File: config.mk
export PLATFORM = sky130hd
export DESIGN_NAME = psc_pwr_ctrl
export DESIGN_NICKNAME = d
export VERILOG_FILES = /design/src/rtl/psc_pkg.sv /design/src/rtl/psc_edge_sync.sv /design/src/rtl/psc_class_latch.sv /design/src/rtl/psc_seq_fsm.sv /design/src/rtl/psc_pwr_ctrl.sv
export SDC_FILE = /design/constraint.sdc
export NUM_CORES = 1
export LEC_CHECK = 0
export ABC_AREA = 0
export BUFFER_PORTS_ARGS = -buffer_cell sky130_fd_sc_hd__buf_2
export CAP_MARGIN = 40
export CELL_PAD_IN_SITES_DETAIL_PLACEMENT = 1
export CELL_PAD_IN_SITES_GLOBAL_PLACEMENT = 1
export CORE_MARGIN = 1
export CORE_UTILIZATION = 25
export DETAILED_ROUTE_END_ITERATION = 8
export PLACE_DENSITY_LB_ADDON = 0.12
export SLEW_MARGIN = 25
export SYNTH_ARGS = -nofsm -noshare
export SYNTH_HDL_FRONTEND = slang
export SYNTH_HIERARCHICAL = 1
export SYNTH_SLANG_ARGS = --single-unit
File: constraint.sdc
create_clock -name clk -period 2.4 [get_ports clk]
set_clock_uncertainty 0.2 [all_clocks]
set_input_delay 0.36 -clock clk [delete_from_list [all_inputs] [get_ports clk]]
set_output_delay 0.36 -clock clk [all_outputs]
set_load 0.02 [all_outputs]
File: src/rtl/psc_pkg.sv
package psc_pkg;

  localparam int TEMP_W = 2;

  typedef enum logic [1:0] {
    SEQ_IDLE     = 2'd0,
    SEQ_COMPUTE  = 2'd1,
    SEQ_TRANSMIT = 2'd2
  } seq_state_t;

  typedef enum logic [TEMP_W-1:0] {
    TC_UNUSED = 2'd0,
    TC_NORMAL = 2'd1,
    TC_NIGHT  = 2'd2,
    TC_BODY   = 2'd3
  } temp_class_t;

  typedef struct packed {
    logic proc;
    logic sensor;
    logic radio;
  } pwr_vec_t;

  function automatic logic class_uses_radio(temp_class_t c);
    return (c == TC_NORMAL) || (c == TC_BODY);
  endfunction

  function automatic logic class_raises_alert(temp_class_t c);
    return c == TC_BODY;
  endfunction

  function automatic pwr_vec_t state_power(seq_state_t s);
    pwr_vec_t p;
    p = '0;
    unique case (s)
      SEQ_COMPUTE:  begin p.proc = 1'b1; p.sensor = 1'b1; end
      SEQ_TRANSMIT: begin p.proc = 1'b1; p.sensor = 1'b1; p.radio = 1'b1; end
      default:      p = '0;
    endcase
    return p;
  endfunction

endpackage

File: src/rtl/psc_edge_sync.sv
module psc_edge_sync #(
  parameter int STAGES = 2
) (
  input  logic clk,
  input  logic rst,
  input  logic async_i,
  output logic rise_o
);
  localparam int LAST = STAGES - 1;

  logic [LAST:0] chain_q;
  logic          prev_q;

  always_ff @(posedge clk) begin
    if (rst) begin
      chain_q <= '0;
      prev_q  <= 1'b0;
    end else begin
      chain_q <= {chain_q[LAST-1:0], async_i};
      prev_q  <= chain_q[LAST];
    end
  end

  assign rise_o = chain_q[LAST] & ~prev_q;

endmodule

File: src/rtl/psc_class_latch.sv
module psc_class_latch
  import psc_pkg::*;
(
  input  logic              clk,
  input  logic              rst,
  input  logic              load_i,
  input  logic [TEMP_W-1:0] class_i,
  output logic              uses_radio_o,
  output logic              raises_alert_o
);
  temp_class_t class_q;

  always_ff @(posedge clk) begin
    if (rst)         class_q <= TC_UNUSED;
    else if (load_i) class_q <= temp_class_t'(class_i);
  end

  assign uses_radio_o   = class_uses_radio(class_q);
  assign raises_alert_o = class_raises_alert(class_q);

endmodule

File: src/rtl/psc_seq_fsm.sv
module psc_seq_fsm
  import psc_pkg::*;
(
  input  logic     clk,
  input  logic     rst,
  input  logic     kill_i,
  input  logic     start_i,
  input  logic     done_i,
  input  logic     tx_done_i,
  input  logic     uses_radio_i,
  input  logic     raises_alert_i,
  output logic     load_o,
  output pwr_vec_t pwr_o,
  output logic     alert_o
);
  seq_state_t state_q, state_n;
  pwr_vec_t   pwr_q;
  logic       alert_q, alert_n;
  logic       finish_tx;

  assign load_o    = (state_q == SEQ_IDLE) && start_i && !kill_i;
  assign finish_tx = (state_q == SEQ_TRANSMIT) && tx_done_i;

  always_comb begin
    state_n = state_q;
    if (kill_i) begin
      state_n = SEQ_IDLE;
    end else begin
      unique case (state_q)
        SEQ_IDLE:     if (start_i) state_n = SEQ_COMPUTE;
        SEQ_COMPUTE:  if (done_i)  state_n = uses_radio_i ? SEQ_TRANSMIT : SEQ_IDLE;
        SEQ_TRANSMIT: if (tx_done_i) state_n = SEQ_IDLE;
        default:      state_n = SEQ_IDLE;
      endcase
    end
  end

  always_comb begin
    alert_n = alert_q;
    if (!kill_i) begin
      if (load_o)                           alert_n = 1'b0;
      else if (finish_tx && raises_alert_i) alert_n = 1'b1;
    end
  end

  always_ff @(posedge clk) begin
    if (rst) begin
      state_q <= SEQ_IDLE;
      pwr_q   <= '0;
      alert_q <= 1'b0;
    end else begin
      state_q <= state_n;
      pwr_q   <= state_power(state_n);
      alert_q <= alert_n;
    end
  end

  assign pwr_o   = pwr_q;
  assign alert_o = alert_q;

endmodule

File: src/rtl/psc_pwr_ctrl.sv
module psc_pwr_ctrl
  import psc_pkg::*;
#(
  parameter int SYNC_STAGES = 2
) (
  input  logic              clk,
  input  logic              rst,
  input  logic              wake_clk_i,
  input  logic [TEMP_W-1:0] temp_class_i,
  input  logic              proc_done_i,
  input  logic              radio_tx_done_i,
  input  logic              kill_i,
  output logic              proc_pwr_o,
  output logic              sensor_pwr_o,
  output logic              radio_pwr_o,
  output logic              alert_o
);
  logic     wake_rise;
  logic     load_class;
  logic     uses_radio;
  logic     raises_alert;
  pwr_vec_t pwr;

  psc_edge_sync #(.STAGES(SYNC_STAGES)) wake_sync_i (
    .clk     (clk),
    .rst     (rst),
    .async_i (wake_clk_i),
    .rise_o  (wake_rise)
  );

  psc_class_latch class_i (
    .clk            (clk),
    .rst            (rst),
    .load_i         (load_class),
    .class_i        (temp_class_i),
    .uses_radio_o   (uses_radio),
    .raises_alert_o (raises_alert)
  );

  psc_seq_fsm fsm_i (
    .clk            (clk),
    .rst            (rst),
    .kill_i         (kill_i),
    .start_i        (wake_rise),
    .done_i         (proc_done_i),
    .tx_done_i      (radio_tx_done_i),
    .uses_radio_i   (uses_radio),
    .raises_alert_i (raises_alert),
    .load_o         (load_class),
    .pwr_o          (pwr),
    .alert_o        (alert_o)
  );

  assign proc_pwr_o   = pwr.proc;
  assign sensor_pwr_o = pwr.sensor;
  assign radio_pwr_o  = pwr.radio;

endmodule

==> impl_metrics.toml, run 1 <==
[status]
outcome = "completed"

[finish]
stdcell_area_um2 = 486.7
drive_gt1_share_pct = 35.29
final_common_cell = "buf_2"
area_growth_pct = 25.48
fin_nets = 61
antenna_cells = 0
n_fill_cell = 170
final_cell_mix = "buf_2 (11), dfxtp_1 (10), nor2b_1 (6)"

[clocking]
clock_sinks = 10
cts_max_path_buffers = 2
cts_max_level = 1
cts_buffers = 3
cts-resized-gates = 0
worstSkewPairLatency_ns = 0.26
postCtsSetupRepairBufs = 0
cts_tree = "done"
clk_pin_slew_ns = 0.07
holdBufCountCts = 0
cts_root_buffer = "clkbuf_4"

[yosys]
syn_inst = 38
ys_ff_latch = 10
yosysWarningCount = 6
synth_cell_types = 18
yosys_most_used_dff = "dfxtp_1"
synth-edff-count = 0
synth_area_um2 = 387.9
syn-num-nets = 47
postSynthAreaPerCell_um2 = 10.21
synthArstFlopShare_pct = 0
ys_seq_area_share_pct = 51.61

[floorplan]
coreArea_um2 = 1366
die_x_um = 41.39
die-height_um = 41.39
dieArea_um2 = 1713
num_rows = 13
initial_core_util_pct = 28.39
ios = 12

[sta]
maxSlewViolCount = 0
rsz0062_at_grt = "false"
max_freq_ghz = 0.6963
finalSetupViolCount = 0
fin_crit_ns = 1.436
hold_viol_final = 0
tns_ns = 0
tightest_slew_ns = 0.2230
whs_ns = 0.1013
period_share_pct = 59.84
relSlewSlack_pct = 84.94

[run]
drv_cap = 0

[global_routing]
grt_pass1_wl_um = 1124
antenna_found_initial = 0
grt_overflow = 0
grt_pass1_vias = 279
gr-usage-all-layers_pct = 10.54
grt_max_degree = 11

[power_and_ir_drop]
clockPowerShare_pct = 44.1
power.switching_uw = 67.45
seqPwrFrac_pct = 50.7
p_sw_share_pct = 20.00
ir_drop_v = 0.0002145
powerDensity_nw_per_um2 = 692.9
internal_power_uw = 269.8
comb_power_share_pct = 5.3
p_leak_uw = 0.0002163
p_total_uw = 337.2

[critical_path]
r2r-start = "wake_sync_i/chain_q[1]$_SDFF_PP0_"
endpoint_kind = "flip-flop"
crit_required_ns = 2.39
start_kind = "flip-flop"
rrSetupSlack_ns = 0.96
path_class = "reg -> reg"
reg2regPathDepth = 5
cp_max_fo = 2
arrival_ns = 1.43
r2r-end = "fsm_i/pwr_o[2]$_SDFF_PP0_"

[placement]
port_buffers = 11
dpl_cell_area_um2 = 450.4
dp_hpwl_um = 601.6
place_congestion = 0.5976

[drt]
wire_per_inst_um = 10.98
drc_errors = 0
wl_um = 725
antenna_left = 0
viasPerCell = 4.591
drt_iter0_markers = 1
first_pass_iters = 2
vias = 303

[hold_path]
worstHoldStart = "kill_i"
holdPathEnd = "fsm_i/state_q[1]$_SDFF_PP0_"
holdPathStages = 2
holdCritPathClass = "in -> reg"
## critical path, stage by stage, from the launching register on
cell,delay (ns)
dfxtp_1,0.31
nor2b_2,0.14
nor2b_1,0.13
o211ai_1,0.24
ha_1,0.27
nor2_1,0.09
## cells by family after synthesis
kind of cell | synth area share [%]
and+or+nand+nor | 29.68
DFF | 51.61
buffers and inverters | 4.839
AOI/OAI and AO/OA | 5.484
muxes | 5.161
adders and majority gates | 3.225
## power groups by stage
stage	registers (µW)	clock network (µW)	logic, µW
CTS	171	155	18.1
global route	171	160	19.9
floorplan	175	0	7.80
finish	171	149	17.7
global placement	174	0	17.3
detailed placement	175	0	18.0
## sequential cells by signal, summed over array words and instances, names as in the netlist
signal and flops:
class_i/class_q 2, fsm_i/state_q 2, fsm_i/alert_o 1, wake_sync_i/chain_q 2
fsm_i/pwr_o 2, wake_sync_i/prev_q 1
## metrics by stage
stage	setup slack (ns)	util, %	cells
3_5_place_dp	0.9024	32.97	62
3_3_place_gp	0.9768	32.97	62
2_1_floorplan	1.058	-	38
5_1_grt	0.8297	35.62	66
6_report	0.9638	35.62	66
4_1_cts	0.9372	35.62	66
## Yosys cell counts (2+ instances only)
library cell | number | share of area [%]
mux2i_1 | 2 | 5.2
nor2_1 | 5 | 4.8
inv_1 | 2 | 1.9
nor2b_1 | 6 | 9.7
dfxtp_1 | 10 | 52
## cell type report
type	count	area [µm²]	share of cell area (%)
flip-flops and latches	10	200.2	41.13
well taps	15	18.77	3.856
inverters	2	7.507	1.542
multi-input cells	24	168.9	34.70
repair buffers	11	55.05	11.31
clock buffers	4	36.28	7.455
## routing by layer
layer	GRT usage, %	share of wire [%]
met1	12.94	46
met2	16.80	49
met3	3.191	5.5
met4	4.839	0
met5	0	0
## worst max path at each step
stage	cells after the start	from	slack [ns]	to
final	5	wake_sync_i/chain_q[1]$_SDFF_PP0_	0.96	fsm_i/pwr_o[2]$_SDFF_PP0_
after floorplan	5	wake_sync_i/chain_q[1]$_SDFF_PP0_	1.06	fsm_i/pwr_o[2]$_SDFF_PP0_
after detailed placement	6	radio_tx_done_i	0.90	fsm_i/pwr_o[2]$_SDFF_PP0_
after global routing	5	wake_sync_i/chain_q[1]$_SDFF_PP0_	0.83	fsm_i/pwr_o[2]$_SDFF_PP0_
after global placement	6	radio_tx_done_i	0.98	fsm_i/pwr_o[2]$_SDFF_PP0_
after CTS	5	wake_sync_i/chain_q[1]$_SDFF_PP0_	0.94	fsm_i/pwr_o[2]$_SDFF_PP0_
No activity file was read; power rests on OpenSTA's default activity.
==> inputs of run 2 (changes only) <==
Clock period 2.4 ns to 1.4 ns, I/O delays scaled along.
==> run 2 against run 1 <==
Sequential power is 72% higher. Worst setup slack worse by 0.98 ns. Sequential share of layout area is 4.6 points lower. Clock-buffer cell count is 1 lower. Cell area is 14% higher. The run now ends with setup timing left. Hold slack worse by 0.055 ns. Largest cell class unchanged.
==> impl_metrics.toml, run 2 (synthesis gave the netlist of run 1 again) <==
[status]
outcome = "finished, violations left"
violations = "setup timing"

[finish]
area_growth_pct = 43.23
drive_gt1_share_pct = 42.86
n_fill_cell = 179
finalNonFillerCells = 71
final_cell_mix = "buf_2 (11), dfxtp_1 (8), nor2_1 (5), nor2b_1 (5), dlygate4sd3_1 (4)"
final_common_cell = "buf_2"
fin_nets = 67
antenna_cells = 0
final-seq-area_um2 = 202.7
multi_input_area_um2 = 193.9

[clocking]
worstSkewPairLatency_ns = 0.26
cts_buffers = 3
cts_max_level = 1
clock_sinks = 10
cts_tree = "done"
clk_pin_slew_ns = 0.07
cts_max_path_buffers = 2
cts_root_buffer = "clkbuf_4"

[drt]
wire_per_inst_um = 12.06
antenna_left = 0
wl_um = 856
viasPerCell = 4.746
vias = 337
first_pass_iters = 3
drc_errors = 0
drt_iter0_markers = 4

[floorplan]
dieArea_um2 = 1713
die_x_um = 41.39
ios = 12
die-height_um = 41.39
coreArea_um2 = 1366
num_rows = 13
initial_core_util_pct = 28.39

[critical_path]
reg2regPathDepth = 5
cp_cell_sequence = "nor2b_4 > nor2b_4 > o211ai_1 > ha_1 > nor2_1"
cp_max_fo = 2
start_kind = "flip-flop"
slowest_delay_ns = 0.32
cp_top_family = "flip-flops"
cp_num_buf_inv = 0
r2r-end = "fsm_i/pwr_o[2]$_SDFF_PP0_"
cpMaxStageDelayCell = "dfxtp_2"
startpoint = "wake_sync_i/chain_q[1]$_SDFF_PP0_"
crit_path_frequent_cell = "nor2b_4"
endpoint_kind = "flip-flop"
arrival_ns = 1.41
crit_required_ns = 1.40
rrSetupSlack_ns = -0.01
r2r-start = "wake_sync_i/chain_q[1]$_SDFF_PP0_"
path_class = "reg -> reg"

[sta]
period_share_pct = 100.9
relSlewSlack_pct = 83.08
rsz0062_at_grt = "true"
tns_ns = -0.01192
max_freq_ghz = 0.7083
tightest_slew_ns = 0.2527
worst_slack_ns = -0.01192
fin_crit_ns = 1.412
maxSlewViolCount = 0
hold_viol_final = 0
finalSetupViolCount = 1

[global_routing]
grt_max_degree = 11
grt_pass1_vias = 336
grt_overflow = 0
antenna_found_initial = 0
grt_pass1_wl_um = 1352
gr-usage-all-layers_pct = 12.79

[placement]
placedCellCount = 62
place_congestion = 0.6510
dp_hpwl_um = 582.9
port_buffers = 11
post-place-ws_ns = -0.03781

[power_and_ir_drop]
seqPwrFrac_pct = 55.2
internal_power_uw = 415.8
comb_power_share_pct = 8.5
powerDensity_nw_per_um2 = 958.7
p_leak_uw = 0.0002398
ir_drop_v = 0.0003514
p_sw_share_pct = 21.92
power.switching_uw = 116.7
clockPowerShare_pct = 36.3

[hold_path]
holdPathStages = 2
worstHoldStart = "rst"
holdCritPathClass = "in -> reg"
holdPathEnd = "class_i/class_q[0]$_SDFFE_PP0P_"

[run]
drv_cap = 0
[run 2: worst max-delay path by stage]
stage                                      endpoint  slack (ns)  cells after the start
after global placement    fsm_i/pwr_o[2]$_SDFF_PP0_        0.01                      5
final                     fsm_i/pwr_o[2]$_SDFF_PP0_       -0.01                      5
after detailed placement  fsm_i/pwr_o[2]$_SDFF_PP0_       -0.04                      5
after global routing      fsm_i/pwr_o[2]$_SDFF_PP0_        -0.1                      5
after floorplan           fsm_i/pwr_o[2]$_SDFF_PP0_        0.06                      5
after CTS                 fsm_i/pwr_o[2]$_SDFF_PP0_       0.003                      5
[run 2: what timing repair did]
| item | in CTS | in global routing |
|---|---|---|
| endpoints found under the setup margin | 3 | 4 |
| gates resized for setup | 5 | 2 |
| hold buffers | 4 | 0 |
| endpoints found under the hold margin | 4 | 0 |
| pin swaps | 3 | 3 |
| setup buffers | 1 | 1 |
[run 2: power by group through the flow]
stage	Clock (µW)	Combinational, µW	Sequential [µW]
final	193	45.4	294
after global routing	220	49.5	294
after CTS	203	43.0	294
after detailed placement	0	31.2	299
after global placement	0	29.6	299
after floorplan	0	13.4	299
[run 2: layer usage]
layer	vias to the layer above	routed length [µm]	GRT usage (%)
li1	164	-	-
met1	164	367	13.03
met2	9	450	22.27
met3	0	38	4.787
met4	0	0	7.258
met5	-	0	0
[run 2: metrics by stage]
step / instance area [µm²] / total power (µW) / hold slack (ns) / utilization [%]
finish: 555.5 / 532.6 / 0.04592 / 40.66
floorplan: 387.9 / 312.6 / 0.07669 / -
detailed placement: 450.4 / 330.4 / 0.2193 / 32.97
global placement: 450.4 / 328.7 / 0.2074 / 32.97
CTS: 535.5 / 539.9 / 0.05612 / 39.19
global route: 555.5 / 564.1 / 0.04838 / 40.66
[run 2: worst reg2reg max path: cells and delay by family, from the launching register on]
kind / cells / cell delay, ns
compound gates: 1 / 0.25
fa+ha+maj: 1 / 0.28
flops: 1 / 0.32
simple gates: 3 / 0.31
[run 2: cell type report]
| type | instances | share of cell area [%] |
|---|---|---|
| Sequential cell | 10 | 36.49 |
| Tap cell | 15 | 3.378 |
| Clock buffer | 3 | 4.054 |
| Timing Repair Buffer | 17 | 19.82 |
| Multi-Input combinational cell | 24 | 34.91 |
| Inverter | 2 | 1.351 |
